--- src/rtl/clk_xpt_pkg.sv ---
package clk_xpt_pkg;
  localparam int unsigned XPT_NSRC = 4;
  localparam int unsigned XPT_SELW = 2;

  typedef enum logic [XPT_SELW-1:0] {
    SRC_REF  = 2'd0,
    SRC_SYN1 = 2'd1,
    SRC_SYN2 = 2'd2,
    SRC_SYN3 = 2'd3
  } src_id_e;
endpackage

--- src/rtl/clk_xpt_mux.sv ---
module clk_xpt_mux #(
  parameter int unsigned NSRC = 4,
  parameter int unsigned NOUT = 4,
  parameter int unsigned SELW = $clog2(NSRC)
) (
  input  logic [NSRC-1:0]      src_clk,
  input  logic [NSRC-1:0]      src_gate,
  input  logic [NOUT*SELW-1:0] sel_cfg,
  output logic [NOUT-1:0]      route_clk
);
  for (genvar o = 0; o < NOUT; o++) begin : g_out
    logic [SELW-1:0] sel_o;
    assign sel_o        = sel_cfg[o*SELW +: SELW];
    assign route_clk[o] = src_clk[sel_o] & src_gate[sel_o];
  end
endmodule

--- src/rtl/clk_src_ctrl.sv ---
module clk_src_ctrl #(
  parameter int unsigned NSRC = 4,
  localparam int unsigned NSYN = NSRC - 1
) (
  input  logic            clk,
  input  logic            rst_n,
  input  logic            shutdown,
  input  logic            suspend,
  input  logic [NSYN-1:0] src_susp_mask,
  input  logic [NSYN-1:0] syn_lock,
  output logic [NSRC-1:0] run_nxt,
  output logic [NSRC-1:0] run_q
);
  logic [NSYN-1:0] wait_q;
  logic [NSYN-1:0] wait_nxt;

  // reference has no lock to wait for and ignores suspend
  assign run_nxt[0] = ~shutdown;

  for (genvar k = 0; k < NSYN; k++) begin : g_syn
    always_comb begin
      wait_nxt[k]  = shutdown | (wait_q[k] & ~syn_lock[k]);
      run_nxt[k+1] = ~(shutdown | (suspend & src_susp_mask[k]) | wait_nxt[k]);
    end
  end

  always_ff @(posedge clk or negedge rst_n) begin
    if (!rst_n) begin
      wait_q <= '1;
      run_q  <= '0;
    end else begin
      wait_q <= wait_nxt;
      run_q  <= run_nxt;
    end
  end
endmodule

--- src/rtl/clk_oe_ctrl.sv ---
module clk_oe_ctrl
  import clk_xpt_pkg::*;
#(
  parameter int unsigned NSRC = 4,
  parameter int unsigned NOUT = 4,
  parameter int unsigned SELW = $clog2(NSRC),
  localparam int unsigned NSYN = NSRC - 1,
  localparam int unsigned NEN  = NOUT + 2
) (
  input  logic                 clk,
  input  logic                 rst_n,
  input  logic                 oe_pin,
  input  logic                 suspend,
  input  logic [NOUT*SELW-1:0] sel_cfg,
  input  logic [NSYN-1:0]      src_susp_mask,
  input  logic [NEN-1:0]       out_susp_mask,
  input  logic [NSRC-1:0]      run_nxt,
  output logic [NEN-1:0]       out_en,
  output logic                 cfg_err
);
  logic [NSRC-1:0] syn_mask_ext;
  logic [NEN-1:0]  en_nxt;
  logic [NEN-1:0]  bad_out;
  logic            err_nxt;

  assign syn_mask_ext = {src_susp_mask, 1'b0};

  for (genvar o = 0; o < NEN; o++) begin : g_en
    logic [SELW-1:0] src_o;
    if (o < NOUT) begin : g_routed
      assign src_o = sel_cfg[o*SELW +: SELW];
    end else if (o == NOUT) begin : g_syn1_div
      assign src_o = SELW'(SRC_SYN1);
    end else begin : g_ref_buf
      assign src_o = SELW'(SRC_REF);
    end
    always_comb begin
      en_nxt[o]  = oe_pin & ~(suspend & out_susp_mask[o]) & run_nxt[src_o];
      bad_out[o] = syn_mask_ext[src_o] & ~out_susp_mask[o];
    end
  end

  assign err_nxt = |bad_out;

  always_ff @(posedge clk or negedge rst_n) begin
    if (!rst_n) begin
      out_en  <= '0;
      cfg_err <= 1'b0;
    end else begin
      out_en  <= en_nxt;
      cfg_err <= err_nxt;
    end
  end
endmodule

--- src/rtl/clk_xpt_susp.sv ---
module clk_xpt_susp #(
  parameter int unsigned NSRC = 4,
  parameter int unsigned NOUT = 4,
  localparam int unsigned SELW = $clog2(NSRC),
  localparam int unsigned NSYN = NSRC - 1,
  localparam int unsigned NEN  = NOUT + 2
) (
  input  logic                 clk,
  input  logic                 rst_n,
  input  logic [NSRC-1:0]      src_clk,
  input  logic [NOUT*SELW-1:0] sel_cfg,
  input  logic                 oe_pin,
  input  logic                 susp_pin,
  input  logic                 sd_en,
  input  logic [NSYN-1:0]      src_susp_mask,
  input  logic [NEN-1:0]       out_susp_mask,
  input  logic [NSYN-1:0]      syn_lock,
  output logic [NOUT-1:0]      route_clk,
  output logic [NEN-1:0]       out_en,
  output logic [NSRC-1:0]      src_run,
  output logic                 cfg_err
);
  logic            shutdown;
  logic            suspend;
  logic [NSRC-1:0] run_nxt;

  assign shutdown = ~oe_pin & sd_en;
  assign suspend  = ~susp_pin;

  clk_src_ctrl #(.NSRC(NSRC)) u_src (
    .clk(clk), .rst_n(rst_n), .shutdown(shutdown), .suspend(suspend),
    .src_susp_mask(src_susp_mask), .syn_lock(syn_lock),
    .run_nxt(run_nxt), .run_q(src_run)
  );

  clk_oe_ctrl #(.NSRC(NSRC), .NOUT(NOUT), .SELW(SELW)) u_oe (
    .clk(clk), .rst_n(rst_n), .oe_pin(oe_pin), .suspend(suspend),
    .sel_cfg(sel_cfg), .src_susp_mask(src_susp_mask),
    .out_susp_mask(out_susp_mask), .run_nxt(run_nxt),
    .out_en(out_en), .cfg_err(cfg_err)
  );

  clk_xpt_mux #(.NSRC(NSRC), .NOUT(NOUT), .SELW(SELW)) u_mux (
    .src_clk(src_clk), .src_gate(src_run), .sel_cfg(sel_cfg),
    .route_clk(route_clk)
  );
endmodule

--- config.mk ---
export PLATFORM = sky130hd
export DESIGN_NAME = clk_xpt_susp
export DESIGN_NICKNAME = d
export VERILOG_FILES = /design/src/rtl/clk_xpt_pkg.sv /design/src/rtl/clk_xpt_mux.sv /design/src/rtl/clk_src_ctrl.sv /design/src/rtl/clk_oe_ctrl.sv /design/src/rtl/clk_xpt_susp.sv
export SDC_FILE = /design/constraint.sdc
export NUM_CORES = 1
export LEC_CHECK = 0
export BUFFER_PORTS_ARGS = -buffer_cell sky130_fd_sc_hd__clkbuf_2
export CAP_MARGIN = 20
export CORE_MARGIN = 4
export CORE_UTILIZATION = 44
export DETAILED_ROUTE_END_ITERATION = 10
export HOLD_SLACK_MARGIN = 0.12
export MAX_ROUTING_LAYER = met4
export PLACE_DENSITY_LB_ADDON = 0.08
export SLEW_MARGIN = 20
export SYNTH_ARGS = -nofsm -noshare
export SYNTH_HDL_FRONTEND = slang
export SYNTH_SLANG_ARGS = --single-unit
--- constraint.sdc ---
create_clock -name clk -period 1.4 [get_ports clk]
set_clock_uncertainty 0.1 [all_clocks]
set_input_delay 0.14 -clock clk [delete_from_list [all_inputs] [get_ports clk]]
set_output_delay 0.14 -clock clk [all_outputs]
set_load 0.05 [all_outputs]
==> metrics.md, run 1 <==
| Metric | Value |
|---|---|
| Leak | roughly 0.68 nW |
| Global-route wire length before repair | 4.14 mm |
| Cell row count | 15 |
| Switching part of the total power | a little under two fifths |
| Synth Net Count | just over 100 |
| Int Power | around 760 uW |
| Vias in the first global route | slightly below 900 |
| Final hold vios | 0 |
| Synth Area in Compound Gates | 23.5% |
| Worst VDD drop | 0.000794 V |
| Largest net degree at the start of global routing | 15 |
| Setup crit start kind | flop |
| Flop pwr share | 38.6% |
| Num CTS Buffers | 3 |
| Layout cells sized above 1 | a little over half |
| Total chip power | ~1.2 mW |
| CTS H-tree depth | 1 |
| Clock buffer depth | 2 |
| Port Buf Inserts | 43 |
| Period utilisation layout | 124% |
| ANT cells | 0 |
| Yosys reg bits | 14 |
| Worst Slack Setup Final | -0.336 ns |
| Status | finished with violations |
| Drt drc | 0 |
| NumNets Final | ~170 |
| Clock share of power | between 20% and 30% |
| Detail Route Antenna Nets | 0 |
| RSZ-0062 raised after global routing | true |
| Clock Latency Late Sink | 0.28 ns |
| Max-slew headroom | 75.5% |
| Initial antenna violation count | 0 |
| Nature of the critical path endpoint | output pin |
| Iter 0 DRT Violations | 17 |
| Max cap viols | 0 |
| GP Congestion | around 0.80 |
| Cells after synthesis | 74 |
| Least-Margin Pin Slew | ~0.37 ns |
| Psw | 439 uW |
| Chip Height | 51.8 um |
| Post-Synth Simple-Gate Area | roughly 11% |
| Synth Cell Area | 846 um^2 |
| Area growth from synthesis to layout | 60.7% |
| DIE AREA | ~2700 um^2 |
| Multi-input gate area | about 470 um^2 |
| Cells along the critical path | and2_4 -> mux4_2 -> buf_8 |
| Combinational power share | about two fifths |
| Final WL | 2.56 mm |
| Clock root cell | clkbuf_4 |
| Placed instance count | 145 |
| Max stage delay on crit path | about 0.48 ns |
| Arr. time, crit path | roughly 1.5 ns |
| Sequential cell area | between 300 and 400 um^2 |
| Pins Over Slew Limit | 0 |
| Die Wd | 51.8 um |
| Final setup fails | 4 |
| CTS Sinks | 14 |
| Tightest Hold Check Type | in -> reg |
| Largest family of logic cells by synthesized area | compound AO/OA/AOI/OAI gates |
| Vias post-DR | 850 |
| Post-Layout Cell Count | ~160 |
| Cell Pwr Density | between 800 and 900 nW/um^2 |
| Post-Synth XOR/XNOR Area | 0% |
| Commonest cells after routing, fill and taps aside | clkbuf_2 (38), dlygate4sd3_1 (13), inv_1 (8), mux2i_1 (7), dfrtp_1 (7) |
| Fmax | around 580 MHz |
| TritonCTS clock tree | done |
| Pre-antenna DRT Iters | 4 |
| Critical Path Fanout Max | 4 |
| Yosys Warn Count | 0 |
| Slowest cell on crit path | mux4_2 |
| CP Class | reg -> out |
| CP bufs+invs | 1 |
| Routed vias/inst | between 5 and 6 |
| Fraction of the mapped netlist area in adder cells | 0% |
| CP top delay family | multiplexers |
| Failing checks | setup timing |
| Most common cell after layout, fill and taps aside | clkbuf_2 |
| Share of the yosys chip area belonging to registers | a little over two fifths |
| Clock transition at path regs | approximately 0.09 ns |
| Setup WS pre-CTS | -0.0697 ns |
| Wire per inst | between 15 and 20 um |
| Netlist cell types | 24 |
| Core area | ~1800 um^2 |
| I/O Pins | 44 |
| GRT Total Usage | between 20% and 30% |
| Initial Util | between 40 and 50% |
| Total global routing overflow | 0 |
| Filler instances | between 100 and 150 |
| Post-layout min period | about 1.7 ns |
| CP required | around 1.2 ns |
| Mux share of post-synthesis cell area | 18.9% |
| Avg Cell Area, Syn | between 10 and 15 um^2 |
| Post-DP HPWL | about 1.8 mm |
[power groups by stage]
stage / logic (mW) / clock network, mW / registers [mW]
after CTS: 0.468 / 0.249 / 0.460
after floorplan: 0.175 / 0 / 0.564
after global placement: 0.411 / 0 / 0.467
after global routing: 0.518 / 0.272 / 0.464
final: 0.488 / 0.246 / 0.461
after detailed placement: 0.415 / 0 / 0.468
[metal layers]
metal | up-vias | GRT usage, % | share of wire, %
met4 | 0 | 6.55 | 0.23
met1 | 396 | 26.0 | 42
li1 | 414 | - | -
met3 | 2 | 4.01 | 5.5
met5 | - | - | 0
met2 | 38 | 37.4 | 52
[flip-flops by register name, summed over array words and instances, names as in the netlist]
name / cells
u_oe.cfg_err: 1
u_oe.out_en: 6
u_src.run_q: 4
u_src.wait_q: 3
[stage by stage]
stage          util (%)  instance area [um^2]  hold WS (ns)  setup TNS [ns]
2_1_floorplan         -                   861        -0.256          -0.550
3_3_place_gp       63.4                  1130       -0.0316          -0.201
3_5_place_dp       63.4                  1130       -0.0315          -0.246
4_1_cts            74.7                  1330        0.0781           -2.24
5_1_grt            76.2                  1360        0.0896           -1.48
6_report           76.2                  1360        0.0745           -1.34
[worst register-to-register path, cell delays in order (launching register included)]
cell and delay, ns:
dfstp_2 0.53, inv_1 0.04, o221a_2 0.29, mux2i_1 0.18, a211oi_2 0.09
[cells in the mapped netlist]
cell | number | area, um^2
nand2b_1 | 1 | 6.26
inv_1 | 8 | 30.0
a21boi_0 | 1 | 7.51
inv_2 | 2 | 7.51
o221a_2 | 1 | 11.3
o21ai_0 | 6 | 30.0
a311oi_1 | 1 | 8.76
nand2_1 | 3 | 11.3
o221ai_1 | 1 | 8.76
nor2_1 | 1 | 3.75
mux2i_1 | 7 | 70.1
a211oi_1 | 6 | 45.0
and2_0 | 3 | 18.8
a221oi_4 | 2 | 52.6
mux4_2 | 4 | 90.1
nor2b_2 | 1 | 8.76
a21oi_1 | 4 | 20.0
dfstp_2 | 3 | 78.8
a21o_1 | 2 | 15.0
and2_1 | 1 | 6.26
nand4bb_1 | 1 | 11.3
nor3b_1 | 3 | 22.5
dfrtp_1 | 11 | 275
and3_1 | 1 | 6.26
[final timing paths]
path,cells past startpoint,endpoint,slack [ns],from
worst max register to register,4,u_oe.out_en[0],0.06,u_src.wait_q[0]
worst max-delay path,3,route_clk[2],-0.34,u_src.run_q[3]
worst min register to register,2,u_src.wait_q[0],0.40,u_src.wait_q[0]
worst min-delay path,3,u_src.run_q[2],0.07,syn_lock[1]
max in group asynchronous,2,u_src.wait_q[1],0.69,rst_n
min in group asynchronous,2,u_oe.out_en[0],0.19,rst_n
[what timing repair did]
action	CTS	global route
gates resized for setup	8	8
pin swaps	0	3
hold buffers	14	2
hold endpoints to repair	27	4
buffers inserted	0	1
endpoints found under the setup margin	4	10
[final cells by class]
class | instances | share of cell area, %
clock buffer | 4 | 1.93
inverter | 10 | 2.76
multi-input combinational | 50 | 34.9
sequential | 14 | 26.4
tap | 25 | 2.30
timing repair buffer | 61 | 31.7
[kinds of logic (layout without fill, tap and decap cells)]
logic type | Yosys count | in the layout
compound gates | 24 | 24
simple gates | 15 | 15
flops | 14 | 14
mux | 11 | 11
buf+inv | 10 | 75
Note: power is estimated with default switching activity, not from simulation.
==> run 2, diff against run 1 <==
Settings changed: ABC_AREA set to 1, CORE_UTILIZATION 44 to 46, GPL_ROUTABILITY_DRIVEN set to 0.
==> run 2 against run 1 <==
  * The flow still finishes with violations (setup timing)
  * Largest cell class unchanged
  * Critical path depth is 2 higher
  * Sequential share of layout area is 4.3 points lower
  * Global-route usage is 6.1 points higher
  * Cell count is 45% higher
  * First-iteration DRC count grew to 2.8 times the previous value
  * Core utilization is 6.6 points higher
  * Worst hold slack better by 0.059 ns
  * Sequential cell count stayed put
  * Die area is 6.8% higher
  * Synthesized cell count is 89% higher
  * Setup slack better by 0.21 ns
==> metrics.md, run 2 <==
| Metric | Value |
|---|---|
| DIE AREA | 2870 um^2 (+6.8%) |
| Least-Margin Pin Slew | 0.398 ns (+0.0311 ns) |
| Worst VDD drop | 0.000798 V (+0.48%) |
| Nature of the critical path endpoint | output pin |
| Leak | 0.880 nW (+30%) |
| Synth Net Count | 169 (+64%) |
| CP required | 1.16 ns (about the same) |
| Setup crit start kind | flop |
| Clock buffer depth | 2 (unchanged) |
| Final hold vios | 0 (unchanged) |
| Netlist cell types | 16 (-33%) |
| Number of flip-flops in the largest register | 6 (unchanged) |
| Post-synth top area cell | dfrtp_1 |
| Wire per inst | 15.2 um (-2.8%) |
| Max-slew headroom | 73.4% (-2.1 points) |
| Post-synth top area share | 28.8% (-3.7 points) |
| Global-route wire length before repair | 5.47 mm (+32%) |
| Area growth from synthesis to layout | 69.9% |
| Clock Latency Late Sink | 0.29 ns (about the same) |
| Most common cell after layout, fill and taps aside | nand2_1 |
| Filler instances | 136 (+5.4%) |
| Vias post-DR | 1249 (+47%) |
| Initial antenna violation count | 0 (unchanged) |
| ANT cells | 0 (unchanged) |
| Yosys Warn Count | 0 (unchanged) |
| Layout cells sized above 1 | 43.3% (-9.2 points) |
| Cell Pwr Density | 836 nW/um^2 (-4.9%) |
| Drt drc | 0 (unchanged) |
| Arr. time, crit path | 1.28 ns (-0.22 ns) |
| Most frequent cell after synthesis | nand2_1 |
| Cells after synthesis | 140 (+89%) |
| TritonCTS clock tree | done |
| Share of the yosys chip area belonging to registers | 37.0% (-4.8 points) |
| Clock transition at path regs | 0.10 ns (about the same) |
| Detail Route Antenna Nets | 0 (unchanged) |
| Core area | 1960 um^2 (+10%) |
| Final setup fails | 4 (unchanged) |
| Commonest cells after routing, fill and taps aside | nand2_1 (43), clkbuf_2 (39), dlygate4sd3_1 (24), inv_1 (20), a21oi_1 (12) |
| Top flop regs | u_oe.out_en (6), u_src.run_q (4), u_src.wait_q (3) |
| Synth async-reset ratio | 100% (unchanged) |
| Period utilisation layout | 109% (-15 points) |
| Post-synth EDFFs | 0 (unchanged) |
| Total chip power | 1.36 mW (+14%) |
| Register with the most flip-flops | u_oe.out_en |
| Chip Height | 53.6 um (+3.4%) |
| Worst Slack Setup Final | -0.123 ns (+0.213 ns) |
| Post-DP HPWL | 2.17 mm (+18%) |
| CTS Sinks | 14 (unchanged) |
| Iter 0 DRT Violations | 47 (+30) |
| Routed vias/inst | 5.27 (+1.7%) |
| Fmax | 656 MHz (+14%) |
| CP Class | reg -> out |
| Setup WS pre-CTS | 0.0324 ns (+0.102 ns) |
| Cell row count | 16 (+1) |
| CTS H-tree depth | 1 (unchanged) |
| Vias in the first global route | 1298 (+50%) |
| Critical Path Fanout Max | 3 (-1) |
| Port Buf Inserts | 43 (unchanged) |
| Failing checks | setup timing |
| Die Wd | 53.6 um (+3.4%) |
| Top post-synthesis cells by area | dfrtp_1 (29%), nand2_1 (20%), a21oi_1 (10%), inv_1 (9.0%), dfstp_2 (8.2%) |
| Largest net degree at the start of global routing | 15 (unchanged) |
| RSZ-0062 raised after global routing | true |
| Avg Cell Area, Syn | 6.83 um^2 (-40%) |
| Pins Over Slew Limit | 0 (unchanged) |
| Synth Cell Area | 956 um^2 (+13%) |
| GRT Total Usage | 28.0% (+6.1 points) |
| Total global routing overflow | 0 (unchanged) |
| Setup Buffers After CTS | 0 (unchanged) |
| Post-layout min period | 1.52 ns (-0.213 ns) |
| I/O Pins | 44 (unchanged) |
| Clock root cell | clkbuf_4 |
| Num CTS Buffers | 3 (unchanged) |
| Final WL | 3.60 mm (+40%) |
| Tightest Hold Check Type | in -> reg |
| Status | finished with violations |
| Synth Flop Type | dfrtp_1 |
| Synth top cells by count | nand2_1 (50), inv_1 (23), a21oi_1 (20), dfrtp_1 (11) |
| NumNets Final | 240 (+42%) |
| Pre-antenna DRT Iters | 4 (unchanged) |
| Yosys reg bits | 14 (unchanged) |
| Max cap viols | 0 (unchanged) |
| Initial Util | 48.7% (+1.3 points) |
-- run 2: logic make-up after synthesis --
group | share of synthesized area (%)
and+or+nand+nor | 30.8
AOI/OAI and AO/OA | 19.5
buffers and inverters | 12.7
DFF | 37.0
-- run 2: critical path, cell delays in order, from the launching register on --
cell and delay [ns]:
dfrtp_2 0.44, nand2_4 0.10, inv_4 0.05, o21ai_4 0.15
nand2_2 0.09, buf_8 0.16
-- run 2: final timing paths --
check	start	to	slack, ns	depth (start not counted)
hold / removal	oe_pin	u_src.run_q[0]	0.13	3
min in group asynchronous	rst_n	u_oe.out_en[1]	0.19	2
setup / recovery	u_src.run_q[1]	route_clk[3]	-0.12	5
setup reg to reg	u_src.wait_q[0]	u_oe.out_en[3]	0.14	5
max in group asynchronous	rst_n	u_src.wait_q[0]	0.69	2
hold reg to reg	u_src.wait_q[2]	u_src.wait_q[2]	0.44	2
-- run 2: where the power goes --
group	switching, mW	internal [mW]	total (mW)
Combinational	0.377	0.204	0.580
Sequential	0.0177	0.446	0.463
Clock	0.155	0.159	0.314
Total	0.550	0.808	1.36
-- run 2: repair_timing --
| action | in CTS | in global routing |
|---|---|---|
| hold buffers | 24 | 0 |
| endpoints found under the hold margin | 27 | 0 |
| pin swaps | 2 | 4 |
| gates resized for setup | 24 | 22 |
| endpoints found under the setup margin | 4 | 5 |
-- run 2: stage by stage --
| stage | setup TNS, ns | hold slack [ns] | utilization (%) | instance area, um^2 | instances |
|---|---|---|---|---|---|
| after detailed placement | 0 | -0.0275 | 61.6 | 1210 | 209 |
| after CTS | -0.388 | 0.123 | 78.8 | 1550 | 237 |
| after global placement | 0 | -0.0316 | 61.6 | 1210 | 209 |
| final | -0.396 | 0.134 | 82.8 | 1620 | 237 |
| after floorplan | 0 | -0.256 | - | 980 | 140 |
| after global routing | -0.585 | 0.158 | 82.8 | 1620 | 237 |
-- run 2: metal layers --
| metal | wire [um] | vias up | track usage (%) |
|---|---|---|---|
| met5 | 0 | - | - |
| met3 | 311 | 21 | 4.71 |
| met4 | 165 | 0 | 17.4 |
| met2 | 1870 | 73 | 49.6 |
| li1 | - | 583 | - |
| met1 | 1250 | 572 | 28.5 |
-- run 2: layout make-up --
type                       count  area (um^2)  share of cell area [%]
tap                           27         33.8                    2.08
inverter                      27          104                    6.39
clock buffer                   4         36.3                    2.23
sequential                    14          359                    22.1
multi-input combinational     98          596                    36.7
timing repair buffer          67          495                    30.5
